<file path="src/rtl/branch_pkg.sv">
package branch_pkg;

  typedef struct packed {
    logic neg;
    logic zer;
    logic ovf;
    logic cry;
  } cc_t;

  localparam logic [7:0] OP_ALWAYS = 8'h01;
  localparam logic [7:0] OP_NE     = 8'h02;
  localparam logic [7:0] OP_EQ     = 8'h03;
  localparam logic [7:0] OP_GE     = 8'h04;
  localparam logic [7:0] OP_LT     = 8'h05;
  localparam logic [7:0] OP_GT     = 8'h06;
  localparam logic [7:0] OP_LE     = 8'h07;
  localparam logic [7:0] OP_PL     = 8'h80;
  localparam logic [7:0] OP_MI     = 8'h81;
  localparam logic [7:0] OP_HI     = 8'h82;
  localparam logic [7:0] OP_LOS    = 8'h83;
  localparam logic [7:0] OP_VC     = 8'h84;
  localparam logic [7:0] OP_VS     = 8'h85;
  localparam logic [7:0] OP_CC     = 8'h86;
  localparam logic [7:0] OP_CS     = 8'h87;

  localparam logic [6:0] LOOP_PREFIX = 7'b0111111;

endpackage

</file>
<file path="src/rtl/branch_cond.sv">
module branch_cond
  import branch_pkg::*;
(
  input  logic [7:0] op_hi,
  input  cc_t        cc,
  output logic       is_loop,
  output logic       is_rel,
  output logic       rel_take
);

  logic sgn_lt;

  always_comb begin
    sgn_lt   = cc.neg ^ cc.ovf;
    is_loop  = (op_hi[7:1] == LOOP_PREFIX);
    is_rel   = 1'b1;
    rel_take = 1'b0;
    case (op_hi)
      OP_ALWAYS: rel_take = 1'b1;
      OP_NE:     rel_take = !cc.zer;
      OP_EQ:     rel_take = cc.zer;
      OP_GE:     rel_take = !sgn_lt;
      OP_LT:     rel_take = sgn_lt;
      OP_GT:     rel_take = !(cc.zer | sgn_lt);
      OP_LE:     rel_take = cc.zer | sgn_lt;
      OP_PL:     rel_take = !cc.neg;
      OP_MI:     rel_take = cc.neg;
      OP_HI:     rel_take = !(cc.cry | cc.zer);
      OP_LOS:    rel_take = cc.cry | cc.zer;
      OP_VC:     rel_take = !cc.ovf;
      OP_VS:     rel_take = cc.ovf;
      OP_CC:     rel_take = !cc.cry;
      OP_CS:     rel_take = cc.cry;
      default: begin
        is_rel   = 1'b0;
        rel_take = 1'b0;
      end
    endcase
  end

endmodule

</file>
<file path="src/rtl/branch_target.sv">
module branch_target #(
  parameter int ADDR_W  = 16,
  parameter int REL_W   = 8,
  parameter int LOOP_W  = 6
) (
  input  logic [ADDR_W-1:0] base_pc,
  input  logic [REL_W-1:0]  rel_ofs,
  input  logic [LOOP_W-1:0] loop_ofs,
  input  logic              sel_loop,
  output logic [ADDR_W-1:0] dest
);

  localparam int REL_PAD  = ADDR_W - REL_W;
  localparam int LOOP_PAD = ADDR_W - LOOP_W;

  logic [ADDR_W-1:0] rel_ext;
  logic [ADDR_W-1:0] loop_ext;
  logic [ADDR_W-1:0] fwd_sum;
  logic [ADDR_W-1:0] back_sum;

  always_comb begin
    rel_ext  = {{REL_PAD{rel_ofs[REL_W-1]}}, rel_ofs};
    loop_ext = {{LOOP_PAD{1'b0}}, loop_ofs};
    fwd_sum  = base_pc + {rel_ext[ADDR_W-2:0], 1'b0};
    back_sum = base_pc - {loop_ext[ADDR_W-2:0], 1'b0};
    dest     = sel_loop ? back_sum : fwd_sum;
  end

endmodule

</file>
<file path="src/rtl/branch_loopdec.sv">
module branch_loopdec #(
  parameter int DATA_W = 16
) (
  input  logic [DATA_W-1:0] cnt_in,
  output logic [DATA_W-1:0] cnt_out,
  output logic              cnt_live
);

  always_comb begin
    cnt_out  = cnt_in - {{(DATA_W-1){1'b0}}, 1'b1};
    cnt_live = |cnt_out;
  end

endmodule

</file>
<file path="src/rtl/branch_unit.sv">
module branch_unit
  import branch_pkg::*;
#(
  parameter int ADDR_W = 16,
  parameter int DATA_W = 16,
  parameter int INSN_W = 16,
  parameter int IDX_W  = 3
) (
  input  logic              clk,
  input  logic              rst_n,
  input  logic              req_valid,
  input  logic [INSN_W-1:0] instr,
  input  logic [3:0]        flags,
  input  logic [ADDR_W-1:0] next_pc,
  input  logic [DATA_W-1:0] reg_rdata,
  output logic              res_valid,
  output logic              br_taken,
  output logic [ADDR_W-1:0] br_target,
  output logic              wb_en,
  output logic [IDX_W-1:0]  wb_idx,
  output logic [DATA_W-1:0] wb_data
);

  localparam int REL_W   = 8;
  localparam int LOOP_W  = 6;
  localparam int IDX_LSB = LOOP_W;

  logic [1:0] rst_pipe;
  logic       rst_sync_n;

  always_ff @(posedge clk or negedge rst_n) begin
    if (!rst_n) rst_pipe <= 2'b00;
    else        rst_pipe <= {rst_pipe[0], 1'b1};
  end
  assign rst_sync_n = rst_pipe[1];

  cc_t               cc_in;
  logic              is_loop;
  logic              is_rel;
  logic              rel_take;
  logic [ADDR_W-1:0] dest_c;
  logic [DATA_W-1:0] dec_c;
  logic              dec_live;

  assign cc_in = cc_t'(flags);

  branch_cond u_cond (
    .op_hi    (instr[INSN_W-1 -: 8]),
    .cc       (cc_in),
    .is_loop  (is_loop),
    .is_rel   (is_rel),
    .rel_take (rel_take)
  );

  branch_target #(
    .ADDR_W (ADDR_W),
    .REL_W  (REL_W),
    .LOOP_W (LOOP_W)
  ) u_target (
    .base_pc  (next_pc),
    .rel_ofs  (instr[REL_W-1:0]),
    .loop_ofs (instr[LOOP_W-1:0]),
    .sel_loop (is_loop),
    .dest     (dest_c)
  );

  branch_loopdec #(
    .DATA_W (DATA_W)
  ) u_dec (
    .cnt_in   (reg_rdata),
    .cnt_out  (dec_c),
    .cnt_live (dec_live)
  );

  logic              valid_d, taken_d, wb_en_d;
  logic              valid_q, taken_q, wb_en_q;
  logic [ADDR_W-1:0] target_q;
  logic [IDX_W-1:0]  idx_q;
  logic [DATA_W-1:0] data_q;
  logic              dec_take;

  always_comb begin
    dec_take = is_loop & dec_live;
    valid_d  = req_valid;
    taken_d  = req_valid & ((is_rel & rel_take) | dec_take);
    wb_en_d  = req_valid & is_loop;
  end

  always_ff @(posedge clk or negedge rst_sync_n) begin
    if (!rst_sync_n) begin
      valid_q  <= 1'b0;
      taken_q  <= 1'b0;
      wb_en_q  <= 1'b0;
      target_q <= '0;
      idx_q    <= '0;
      data_q   <= '0;
    end else begin
      valid_q <= valid_d;
      taken_q <= taken_d;
      wb_en_q <= wb_en_d;
      if (req_valid) begin
        target_q <= dest_c;
        idx_q    <= instr[IDX_LSB +: IDX_W];
        data_q   <= dec_c;
      end
    end
  end

  assign res_valid = valid_q;
  assign br_taken  = taken_q;
  assign br_target = target_q;
  assign wb_en     = wb_en_q;
  assign wb_idx    = idx_q;
  assign wb_data   = data_q;

  a_r2_result_follows: assert property (@(posedge clk) disable iff (!rst_sync_n)
    req_valid |=> res_valid);

  a_r2_idle_quiet: assert property (@(posedge clk) disable iff (!rst_sync_n)
    !req_valid |=> (!res_valid && !br_taken && !wb_en));

  a_r7_wb_value: assert property (@(posedge clk) disable iff (!rst_sync_n)
    (req_valid && instr[INSN_W-1 -: 7] == LOOP_PREFIX)
      |=> (wb_en && wb_data == DATA_W'($past(reg_rdata) - 1'b1)));

  a_r8_loop_decision: assert property (@(posedge clk) disable iff (!rst_sync_n)
    wb_en |-> (br_taken == (wb_data != '0)));

  a_r4_always_taken: assert property (@(posedge clk) disable iff (!rst_sync_n)
    (req_valid && instr[INSN_W-1 -: 8] == OP_ALWAYS) |=> br_taken);

  a_r9_wb_only_loop: assert property (@(posedge clk) disable iff (!rst_sync_n)
    (req_valid && instr[INSN_W-1 -: 7] != LOOP_PREFIX) |=> !wb_en);

endmodule

</file>
<file path="config.mk">
export PLATFORM = sky130hd
export DESIGN_NAME = branch_unit
export DESIGN_NICKNAME = d
export VERILOG_FILES = /design/src/rtl/branch_pkg.sv /design/src/rtl/branch_cond.sv /design/src/rtl/branch_target.sv /design/src/rtl/branch_loopdec.sv /design/src/rtl/branch_unit.sv
export SDC_FILE = /design/constraint.sdc
export NUM_CORES = 1
export LEC_CHECK = 0
export CORE_MARGIN = 2
export CORE_UTILIZATION = 39
export CTS_BUF_LIST = sky130_fd_sc_hd__clkbuf_4 sky130_fd_sc_hd__clkbuf_8
export CTS_CLUSTER_DIAMETER = 50
export CTS_CLUSTER_SIZE = 10
export DETAILED_ROUTE_END_ITERATION = 16
export PLACE_DENSITY = 0.77
export SYNTH_ARGS = -nofsm -noshare
export SYNTH_HDL_FRONTEND = slang
export SYNTH_SLANG_ARGS = --single-unit
</file>
<file path="constraint.sdc">
create_clock -name clk -period 1.7 [get_ports clk]
set_input_delay 0.255 -clock clk [delete_from_list [all_inputs] [get_ports clk]]
set_output_delay 0.255 -clock clk [all_outputs]
set_load 0.005 [all_outputs]
</file>
==> key figures, run 1 <==
Outcome
  – Outcome: finished, violations left
  – Violations in the final reports: setup timing

Floorplanning
  – Top Ports: between 90 and 100
  – Chip width: 87.9 um
  – Core Area: about 6800 um^2
  – Chip height: 87.9 um
  – Die Area: a little under 8000 um^2
  – Row count: 30
  – Initial core utilization: 0.404

Layout
  – Most common cell after layout, fill and taps aside: buf_4
  – Filler cell count: approximately 450
  – Commonest non-fill, non-tap cells in the layout: buf_4 (78), clkdlybuf4s50_1 (68), dfrtp_1 (39), nor2_1 (28), buf_6 (22)
  – Area Growth Syn to Fin: 87.5%
  – Layout net count: roughly 550
  – Antenna diode count: 0
  – Fin util: 0.757
  – Share of cells above drive strength 1: 0.426

Route
  – Antenna Nets Post-Route: 0
  – Remaining DRCs: 0
  – Detailed-route via count: roughly 3,000
  – Initial detailed-routing violation count: 86
  – Drt first pass iters: 4
  – Routed len/inst: about 16 um
  – WL final: around 9400 um
  – Via density: ~5.2

CTS
  – CTS buffer count: 5
  – Clk Latency, worst-skew pair: 0.30 ns
  – CTS tree: yes
  – Sink Count: 40
  – Clk slew on worst S/H paths: 0.09 ns
  – Hold-fix buffers, CTS: 0
  – Max H-tree Level: 2
  – Worst-case clock buffer depth: 2
  – CTS root buffer: clkbuf_8

Logic synthesis
  – Main combinational cell family by area after synthesis: simple AND/OR/NAND/NOR gates
  – Fraction of registers with async set/reset: 1.00
  – Post-synth EDFFs: 0
  – Syn_nets: approximately 370
  – Seq/Total Area, Yosys: 0.365
  – Area contributors post-synth: dfrtp_1 (36%), ha_1 (7.8%), xnor2_1 (6.1%)
  – Post-synth top area share: 0.365
  – Post-synthesis compound-gate area fraction: 0.176
  – Synth area leader: dfrtp_1
  – Synthesized cell area: between 2000 and 3000 um^2
  – Synth Area in Simple Gates: 0.197
  – Mean Syn Cell Area: 9.21 um^2
  – Synth warn: 0
  – Post-Synth Adder-Cell Area: 0.0848
  – Post-synthesis xor/xnor area fraction: 0.0926
  – Yosys reg bits: 40
  – Main synth FF type: dfrtp_1
  – Mux cell area share after synthesis: 0.0492
  – Cell count after synthesis: between 200 and 300
  – Yosys cell types: 56

Global route
  – First-pass GRT wire length: between 10,000 and 15,000 um
  – Initial antenna violation count: 0
  – Largest net degree at the start of global routing: 39
  – GRT overflow: 0
  – Vias in the first global route: 3,129
  – GRT Util Overall: 0.234

Setup path
  – Crit Path Class: in -> reg
  – Crit path launch type: primary input
  – Crit. End Element: flip-flop
  – Critical Path AT: 2.74 ns
  – Worst EP required: 1.88 ns
  – Worst-path fanout max: 4

STA
  – Worst Slack Setup Final: -0.852 ns
  – Clock Skew: ~0.0077 ns
  – RSZ-0062 raised after global routing: yes
  – Max frequency: approximately 390 MHz
  – Final setup fails: 13
  – Max-slew violation count: 0
  – Min cycle time layout: 2.55 ns
  – Count of final hold-check violations: 0
  – Slew HR: 0.647
  – Fin crit share: 1.50
  – Slew @ Worst Pin: 0.530 ns

Placement
  – Final HPWL DP: roughly 6600 um
  – Routability cong.: ~0.86
  – IO buf count: between 90 and 100

Power and ir drop
  – Pleak: approximately 2.2 nW
  – Pwr Density: slightly below 700 nW/um^2
  – VDD IR max: 400 uV
  – Total Power: about 0.0036 W

Hold path
  – Class of the worst hold path: in -> async

Job
  – Max-cap violation count: 0
[repair_timing]
item / in CTS / in global routing
gates resized for setup: 114 / 51
endpoints found under the setup margin: 23 / 21
setup buffers: 7 / 7
pin swaps: 45 / 33
[power by group]
part,switching [W],internal [W]
clock,0.000382,0.000481
sequential,0.0000785,0.00109
combinational,0.000637,0.000914
total,0.00110,0.00248
[routing by layer]
metal / vias to the layer above / global-route usage / wire, um
met3: 15 / 0.0396 / 370
met2: 71 / 0.429 / 5090
met1: 1487 / 0.283 / 3790
met5: - / 0 / 0
met4: 0 / 0.0587 / 164
li1: 1433 / - / -
[cell usage after synthesis (3+ instances only)]
master	number
dfrtp_1	40
nor2_1	34
a21oi_1	25
nand2_1	20
xnor2_1	19
ha_1	17
inv_1	13
mux2_2	12
xor2_1	10
nor3_1	8
o21ai_1	7
or3_1	7
a211oi_1	6
clkbuf_1	5
nor2b_1	5
a211o_1	4
a31oi_1	4
nand3_1	4
o311ai_1	4
a21o_1	3
and3_1	3
buf_1	3
o211ai_1	3
o31ai_1	3
[path summary, 6_finish.rpt]
path / startpoint / slack, ns / end / cells past startpoint
setup reg to reg: br_target[10] / 0.76 / br_target[10] / 3
setup / recovery: instr[2] / -0.85 / br_target[11] / 11
min in group clk: instr[12] / 0.23 / br_taken / 4
max in group asynchronous: rst_pipe[1] / 0.99 / br_target[0] / 1
hold reg to reg: rst_pipe[1] / 0.34 / br_target[4] / 1
hold / removal: rst_n / 0.11 / rst_pipe[0] / 1
[metrics by stage]
stage | hold slack [ns] | cells | TNS (ns) | setup slack, ns | area, um^2
after floorplan | -0.0406 | 298 | -6.88 | -0.906 | 2950
after global placement | 0.336 | 556 | -21.18 | -1.44 | 4530
after detailed placement | 0.336 | 556 | -22.66 | -1.52 | 4530
after CTS | 0.103 | 570 | -7.41 | -0.908 | 4840
after global routing | 0.111 | 575 | -8.75 | -0.989 | 5140
final | 0.109 | 575 | -7.30 | -0.852 | 5140
[registers in the layout (all words and copies together) (netlist names)]
| register | cells |
|---|---|
| br_target | 16 |
| br_taken | 1 |
| wb_idx | 3 |
| res_valid | 1 |
| wb_en | 1 |
| wb_data | 16 |
| rst_pipe | 2 |
[cell families after synthesis]
logic type,Yosys count
xor+xnor,29
buf+inv,23
flops,40
fa+ha+maj,18
mux,12
compound gates,73
other cells,1
simple gates,102
[final cells by class]
cell class / count / area, um^2 / share of cell area
Tap cell: 96 / 120 / 0.0233
Multi-Input combinational cell: 235 / 2210 / 0.430
Clock buffer: 6 / 82.6 / 0.0161
Timing Repair Buffer: 182 / 1620 / 0.314
Clock inverter: 2 / 38.8 / 0.00754
Inverter: 14 / 70.1 / 0.0136
Sequential cell: 40 / 1000 / 0.195
[critical path, stage by stage]
cell and delay [ns]:
buf_2 0.11, or3_4 0.38, nor4b_4 0.26, xnor2_1 0.16, nand2_1 0.12, ha_4 0.25
a2111o_1 0.40, o22ai_4 0.21, o211ai_1 0.14, xor2_1 0.18, mux2_4 0.26
Note: power is estimated with default switching activity, not from simulation.
==> inputs of run 2 (changes only) <==
--- a/config.mk
+++ b/config.mk
@@ -12,6 +12,7 @@
 export CTS_CLUSTER_SIZE = 10
 export DETAILED_ROUTE_END_ITERATION = 16
 export PLACE_DENSITY = 0.77
+export SLEW_MARGIN = 25
 export SYNTH_ARGS = -nofsm -noshare
 export SYNTH_HDL_FRONTEND = slang
 export SYNTH_SLANG_ARGS = --single-unit
==> results of run 2 <==
Same layout as run 1: the final DEF is identical, and so are final timing and power.
==> inputs of run 3 (changes only) <==
--- a/config.mk
+++ b/config.mk
@@ -16,3 +16,4 @@
 export SYNTH_ARGS = -nofsm -noshare
 export SYNTH_HDL_FRONTEND = slang
 export SYNTH_SLANG_ARGS = --single-unit
+export TNS_END_PERCENT = 50
==> key figures, run 3 (same netlist as run 1, synthesis figures left out) <==
Power and ir drop
  – Pwr Density: around 660 nW/um^2
  – Pleak: 2.10 nW
  – VDD IR max: ~400 uV

Placement
  – Final HPWL DP: about 6300 um
  – IO buf count: 92
  – Routability cong.: 0.878
  – Area after DPL: between 4000 and 5000 um^2
  – Cells after DPL: around 550

Hold path
  – Class of the worst hold path: in -> async

STA
  – Final setup fails: 16
  – Min cycle time layout: between 2 and 2.5 ns
  – RSZ-0062 raised after global routing: yes
  – Count of final hold-check violations: 0
  – Max-slew violation count: 0
  – Fin crit share: 1.47
  – Clock Skew: about 0.0023 ns
  – Worst Slack Setup Final: -0.799 ns
  – Max frequency: 400 MHz

CTS
  – Sink Count: 40
  – Clk slew on worst S/H paths: ~0.08 ns
  – CTS tree: yes
  – CTS buffer count: 5
  – CTS root buffer: clkbuf_8
  – Hold-fix buffers, CTS: 0
  – Clk Latency, worst-skew pair: 0.29 ns
  – Worst-case clock buffer depth: 2
  – Max H-tree Level: 2

Layout
  – Most common cell after layout, fill and taps aside: buf_4
  – Register area: 1000 um^2
  – Share of cells above drive strength 1: 0.387
  – Commonest non-fill, non-tap cells in the layout: buf_4 (79), clkdlybuf4s50_1 (74), dfrtp_1 (39), nor2_1 (27)
  – Antenna diode count: 0
  – Cell area after layout: 4890 um^2
  – Layout net count: 550
  – Multi-input logic area: about 2000 um^2
  – Finished Layout Cells: about 570
  – Area Growth Syn to Fin: 78.4%
  – Filler cell count: 501

Outcome
  – Violations in the final reports: setup timing
  – Outcome: finished, violations left

Setup path
  – Worst-path fanout max: 4
  – Crit path launch type: primary input
  – Worst EP required: ~1.9 ns
  – Crit. End Element: flip-flop
  – Crit Path Class: in -> reg
  – Critical Path AT: 2.68 ns

Global route
  – First-pass GRT wire length: approximately 14,000 um
  – Vias in the first global route: between 3,000 and 4,000
  – GRT overflow: 0
  – Initial antenna violation count: 0
  – GRT Util Overall: 0.223
  – Largest net degree at the start of global routing: 39

Route
  – Via density: 5.09
  – Antenna Nets Post-Route: 0
  – Routed len/inst: ~15 um
  – Remaining DRCs: 0
  – Drt first pass iters: 4
  – WL final: roughly 8500 um
  – Initial detailed-routing violation count: between 100 and 150
  – Detailed-route via count: 2,919

Floorplanning
  – Row count: 30
  – Core Area: 6790 um^2
  – Chip height: 87.9 um
  – Die Area: between 7000 and 8000 um^2
  – Top Ports: 93
  – Chip width: just under 90 um
  – Initial core utilization: 0.404

Job
  – Max-cap violation count: 0
-- run 3: cell types whose count changed in the layout (fill, tap and decap cells not counted), moves of 4 or more --
| cell | delta |
|---|---|
| o21ai_4 | -4 |
| a21oi_4 | -4 |
| nor2_2 | +4 |
| clkdlybuf4s50_1 | +6 |
| buf_6 | -10 |
-- run 3: layer usage --
metal,track usage,up-vias,part of all wire
met1,0.270,1397,0.41
met4,0.0713,0,0.024
li1,-,1433,-
met3,0.0471,17,0.041
met2,0.393,72,0.52
met5,0,-,0
-- run 3: critical path: stages --
cell      delay [ns]
buf_6           0.09
or3_4           0.39
buf_4           0.15
o31ai_2         0.21
xor2_1          0.22
ha_2            0.31
nor3_2          0.16
nor2_2          0.09
o22ai_4         0.23
o311ai_2        0.13
xor2_1          0.17
mux2_2          0.28
-- run 3: cell type report --
type,instances,share of cell area
Clock inverter,2,0.00307
Clock buffer,6,0.0169
Sequential cell,40,0.205
Tap cell,96,0.0245
Multi-Input combinational cell,235,0.415
Inverter,14,0.0107
Timing Repair Buffer,181,0.325
-- run 3: path summary, 6_finish.rpt --
path	from	endpoint	slack [ns]	cells past startpoint
setup reg to reg	br_target[10]	br_target[10]	0.78	3
hold reg to reg	rst_pipe[1]	wb_data[3]	0.32	1
hold / removal	rst_n	rst_pipe[0]	0.12	1
min in group clk	instr[11]	br_taken	0.27	4
setup / recovery	instr[0]	br_target[13]	-0.80	12
max in group asynchronous	rst_pipe[1]	br_target[13]	1.04	1
-- run 3: power by group --
part / internal [W] / total [W] / switching, W
combinational: 0.000841 / 0.00140 / 0.000554
sequential: 0.00109 / 0.00117 / 0.0000811
clock: 0.000329 / 0.000687 / 0.000358
-- run 3: metrics by stage --
| stage | util | worst slack, ns | hold slack, ns | setup TNS, ns | total power, W |
|---|---|---|---|---|---|
| after CTS | 0.701 | -0.843 | 0.104 | -7.83 | 0.00321 |
| after detailed placement | 0.650 | -1.52 | 0.333 | -22.30 | 0.00238 |
| after floorplan | - | -0.908 | -0.0406 | -7.40 | 0.00167 |
| after global placement | 0.650 | -1.41 | 0.330 | -20.52 | 0.00235 |
| after global routing | 0.720 | -0.934 | 0.112 | -9.78 | 0.00344 |
| final | 0.720 | -0.799 | 0.116 | -8.16 | 0.00325 |
-- run 3: repair_timing --
action,4_1_cts,5_1_grt
resized for setup,91,23
endpoints found under the hold margin,0,0
setup endpoints to repair,22,20
buffers inserted,9,4
pin swaps,37,5
